$ cat config.mk
export PLATFORM = sky130hd
export DESIGN_NAME = thr_arb
export DESIGN_NICKNAME = d
export VERILOG_FILES = /design/src/rtl/thr_arb.sv
export SDC_FILE = /design/constraint.sdc
export NUM_CORES = 1
export LEC_CHECK = 0
export ABC_AREA = 1
export BUFFER_PORTS_ARGS = -buffer_cell sky130_fd_sc_hd__buf_2
export CAP_MARGIN = 5
export CORE_MARGIN = 3
export CORE_UTILIZATION = 25
export DETAILED_ROUTE_END_ITERATION = 16
export HOLD_SLACK_MARGIN = 0.02
export PLACE_DENSITY = 0.44
export REMOVE_ABC_BUFFERS = 1
export SYNTH_ARGS = -nofsm -noshare
export SYNTH_HDL_FRONTEND = slang
export SYNTH_SLANG_ARGS = --single-unit
$ cat constraint.sdc
create_clock -name clk -period 0.8 [get_ports clk]
set_input_delay 0.16 -clock clk [delete_from_list [all_inputs] [get_ports clk]]
set_output_delay 0.16 -clock clk [all_outputs]
set_load 0.01 [all_outputs]
$ cat src/rtl/thr_arb.sv
module thr_arb #(
  parameter int NUM_EV   = 7,
  parameter int PRIO_W   = 7,
  parameter int PCT_W    = 7,
  parameter int LVL_W    = 2,
  parameter int PRIO_MAX = 100,
  localparam int IDX_W   = $clog2(NUM_EV)
) (
  input  logic                     clk,
  input  logic                     rst_n,
  input  logic [NUM_EV-1:0]        req_i,
  input  logic [NUM_EV*PRIO_W-1:0] prio_i,
  input  logic [NUM_EV*PCT_W-1:0]  cpu_pct_i,
  input  logic [NUM_EV*LVL_W-1:0]  gpu_lvl_i,
  output logic [PCT_W-1:0]         cpu_pct_o,
  output logic [LVL_W-1:0]         gpu_lvl_o,
  output logic                     throttle_o,
  output logic [IDX_W-1:0]         win_idx_o
);

  localparam logic [PRIO_W-1:0] PMAX = PRIO_W'(PRIO_MAX);

  logic [NUM_EV-1:0] elig;
  logic              hit;
  logic [IDX_W-1:0]  best;
  logic [PRIO_W-1:0] best_p;

  for (genvar k = 0; k < NUM_EV; k++) begin : g_elig
    wire [PRIO_W-1:0] p = prio_i[k*PRIO_W +: PRIO_W];
    assign elig[k] = req_i[k] && (p != '0) && (p <= PMAX);
  end

  always_comb begin
    hit    = 1'b0;
    best   = '0;
    best_p = '0;
    for (int i = 0; i < NUM_EV; i++) begin
      if (elig[i] && (!hit || prio_i[i*PRIO_W +: PRIO_W] > best_p)) begin
        hit    = 1'b1;
        best   = IDX_W'(i);
        best_p = prio_i[i*PRIO_W +: PRIO_W];
      end
    end
  end

  always_ff @(posedge clk or negedge rst_n) begin
    if (!rst_n) begin
      cpu_pct_o  <= '0;
      gpu_lvl_o  <= '0;
      throttle_o <= 1'b0;
      win_idx_o  <= '0;
    end else begin
      throttle_o <= hit;
      win_idx_o  <= best;
      cpu_pct_o  <= hit ? cpu_pct_i[best*PCT_W +: PCT_W] : '0;
      gpu_lvl_o  <= hit ? gpu_lvl_i[best*LVL_W +: LVL_W] : '0;
    end
  end

endmodule

==> impl_metrics.sql <==
INSERT INTO impl_metrics (metric_group, metric, value, unit) VALUES
('place', 'port_buffers', '133', ''),
('worst_hold_path', 'min_from', 'cpu_pct_i[14]', ''),
('setup_path', 'path_class', 'input port to flop', ''),
('pwr', 'cellPowerDensity', '1860', 'nW/um^2'),
('place', 'place_hpwl', '11100', 'um'),
('cells_and_area', 'antenna_cells_inserted', '0', ''),
('setup_path', 'worst_path_max_delay_cell', 'sky130_fd_sc_hd__ha_1', ''),
('floorplanning', 'core', '12900', 'sq um'),
('timing', 'worst-slew-pin-transition', '0.305', 'ns'),
('cells_and_area', 'drive_gt1_frac', '0.595', ''),
('cells_and_area', 'final_net_count', '1015', ''),
('timing', 'finalSetupTns', '-88.26', 'ns'),
('floorplanning', 'die_x', '122', 'um'),
('logic_synthesis', 'post_synth_inst_count', '566', ''),
('grt', 'grt_start_max_net_pins', '17', ''),
('pwr', 'worst_ir_drop_vdd', '0.000880', 'V'),
('cells_and_area', 'post_synthesis_to_final_layout_area_growth', '95.7', '%'),
('grt', 'first_global_vias', '4831', ''),
('detailed_routing', 'routed_wirelength', '14500', 'um'),
('run', 'cap_violations', '0', ''),
('timing', 'slew_violations', '0', ''),
('detailed_routing', 'route.vias.total', '4797', ''),
('cells_and_area', 'final.fill_count', '1299', ''),
('clock_tree', 'cts_made_buffers', '3', ''),
('logic_synthesis', 'synth.distinct_cells', '36', ''),
('timing', 'timing.final.setup_violations', '26', ''),
('timing', 'fin_hold_ws', '0.296', 'ns'),
('cells_and_area', 'final_cell_mix', 'sky130_fd_sc_hd__buf_4 (134), sky130_fd_sc_hd__buf_2 (124), sky130_fd_sc_hd__nand2_1 (123)', ''),
('place', 'place_congestion', '0.916', ''),
('logic_synthesis', 'synth_seq_area_share', '0.0963', ''),
('detailed_routing', 'detail-route-antenna-nets', '0', ''),
('timing', 'setup_repair_after_global_routing_missed_its_margin', 'yes', ''),
('place', 'preCtsSetupSlack', '-8.01', 'ns'),
('setup_path', 'cp_data_required_time', '0.92', 'ns'),
('cells_and_area', 'layout.core_utilization', '0.511', ''),
('timing', 'final_worst_setup_slack', '-7.30', 'ns'),
('clock_tree', 'cts_max_path_buffers', '2', ''),
('logic_synthesis', 'postSynthRegisterBits', '13', ''),
('detailed_routing', 'drt-wirelength-per-cell', '14.2', 'um'),
('detailed_routing', 'first_pass_iters', '4', ''),
('status', 'status', 'finished with violations', ''),
('grt', 'grt_pass1_wl', '21600', 'um'),
('worst_hold_path', 'worst_hold_path_type', 'input port to flop', ''),
('status', 'failed_checks', 'negative setup slack', ''),
('timing', 'period_minus_slack', '8.10', 'ns'),
('clock_tree', 'clk_pin_slew', '0.04', 'ns'),
('setup_path', 'worst_path_dominant_cell_family', 'simple AND/OR/NAND/NOR gates', ''),
('setup_path', 'critPathArrivalTime', '8.23', 'ns'),
('floorplanning', 'placement_rows', '41', ''),
('floorplanning', 'start_util', '0.261', ''),
('timing', 'post-route-period-util', '10.1', ''),
('cells_and_area', 'final_common_cell', 'sky130_fd_sc_hd__buf_4', ''),
('setup_path', 'cp_slowest_stage_delay', '0.32', 'ns'),
('clock_tree', 'cts.htree.levels', '1', ''),
('place', 'detailed_place.area', '5170', 'sq um'),
('setup_path', 'endpoint_kind', 'flop', ''),
('logic_synthesis', 'post_synthesis_instance_area', '3380', 'sq um'),
('worst_hold_path', 'hold_path_end', 'cpu_pct_o[0]', ''),
('timing', 'finalHoldViolCount', '0', ''),
('cells_and_area', 'fin_area', '6610', 'sq um'),
('grt', 'number_of_antenna_violations_at_the_first_check_in_global_routing', '0', ''),
('detailed_routing', 'first_iter_violations', '138', ''),
('clock_tree', 'cts-root-buf', 'sky130_fd_sc_hd__clkbuf_16', ''),
('floorplanning', 'fp.dieArea', '14900', 'sq um'),
('logic_synthesis', 'yosysWarnings', '0', ''),
('timing', 'clock.fmax', '123', 'MHz'),
('setup_path', 'critPathMostFrequentCell', 'sky130_fd_sc_hd__nand2_2', ''),
('clock_tree', 'clock-sinks', '13', ''),
('grt', 'grt_util_all_layers', '0.175', ''),
('setup_path', 'timing.critical_path.from_type', 'input port', ''),
('floorplanning', 'die_h', '122', 'um'),
('setup_path', 'critical_path_peak_fanout', '8', ''),
('detailed_routing', 'viasPerCell', '4.69', ''),
('timing', 'relative_slew_slack', '0.797', ''),
('floorplanning', 'top_level_port_count', '134', ''),
('clock_tree', 'tritoncts', 'done', ''),
('logic_synthesis', 'average_instance_area_after_synthesis', '5.97', 'sq um'),
('worst_hold_path', 'hold_depth', '5', ''),
('pwr', 'leakage', '0.00339', 'uW'),
('detailed_routing', 'drcViolationCount', '0', ''),
('setup_path', 'worst-path-buf-inv', '12', ''),
('grt', 'gr-total-overflow', '0', '');
[per-stage QoR]
stage | power (uW) | cells
floorplan | 5030 | 550
global placement | 8220 | 982
detailed placement | 8310 | 982
CTS | 11000 | 1016
global route | 13300 | 1023
finish | 12300 | 1023
[Yosys cell counts, drive strengths merged]
| cell type | instances | area (sq um) |
|---|---|---|
| and2 | 10 | 62.6 |
| a21oi | 28 | 151 |
| a31oi | 6 | 37.5 |
| clkbuf | 4 | 15.0 |
| o21a | 4 | 30.0 |
| nand2 | 195 | 813 |
| nand4 | 7 | 43.8 |
| nor2 | 55 | 245 |
| nand3b | 5 | 37.5 |
| o211ai | 4 | 35.0 |
| dfrtp | 13 | 325 |
| o21ai | 17 | 96.4 |
| nor3 | 6 | 30.0 |
| ha | 42 | 526 |
| nand3 | 77 | 485 |
| a21o | 2 | 15.0 |
| inv | 68 | 258 |
| buf | 12 | 104 |
| or2 | 10 | 62.6 |
| clkinv | 1 | 3.75 |
[layer usage]
layer	global-route usage	up-vias	routed length (um)
met5	0	-	0
met4	0.0315	0	209
met3	0.00876	19	498
met2	0.357	124	8060
met1	0.200	2230	5710
li1	-	2424	-
[what timing repair did]
item	in CTS	in global routing
resized for setup	146	100
hold buffers	1	0
endpoints found under the hold margin	13	0
endpoints found under the setup margin	26	26
setup buffers	22	6
cloned	7	1
pin swaps	66	97
[flip-flops by register name, summed over array words and instances, names as in the netlist]
register,flops
cpu_pct_o,7
win_idx_o,3
gpu_lvl_o,2
throttle_o,1
[final cells by class]
type                    instances  area (sq um)  area share
repair buffers                293          2150       0.325
clock buffers                   4          78.8      0.0119
multi-input cells             472          3560       0.538
flip-flops and latches         13           325      0.0492
well taps                     172           215      0.0326
inverters                      69           282      0.0426
[worst min-delay path, delay by kind of cell]
| family | cells | cell delay [ns] |
|---|---|---|
| simple gates | 3 | 0.20 |
| buf+inv | 1 | 0.08 |
| compound gates | 1 | 0.05 |
[worst max path at each step]
stage	start	to	slack, ns	cells past startpoint
6_report	prio_i[1]	gpu_lvl_o[1]	-7.30	74
2_1_floorplan	prio_i[0]	cpu_pct_o[0]	-7.87	74
5_1_grt	prio_i[1]	gpu_lvl_o[1]	-7.98	75
3_5_place_dp	prio_i[0]	cpu_pct_o[3]	-8.01	75
4_1_cts	prio_i[1]	cpu_pct_o[5]	-7.16	77
3_3_place_gp	prio_i[0]	cpu_pct_o[1]	-7.83	76
[cells by family after synthesis]
logic type      after synthesis  share of synthesized area
simple gates                365                      0.527
buf+inv                      85                      0.113
compound gates               61                      0.108
fa+ha+maj                    42                      0.156
flops                        13                     0.0963
[power breakdown]
part / internal (uW) / total [uW] / switching [uW]
registers: 962 / 1060 / 98.7
clock network: 670 / 922 / 252
logic: 5050 / 10300 / 5240
Note: power is estimated with default switching activity, not from simulation.
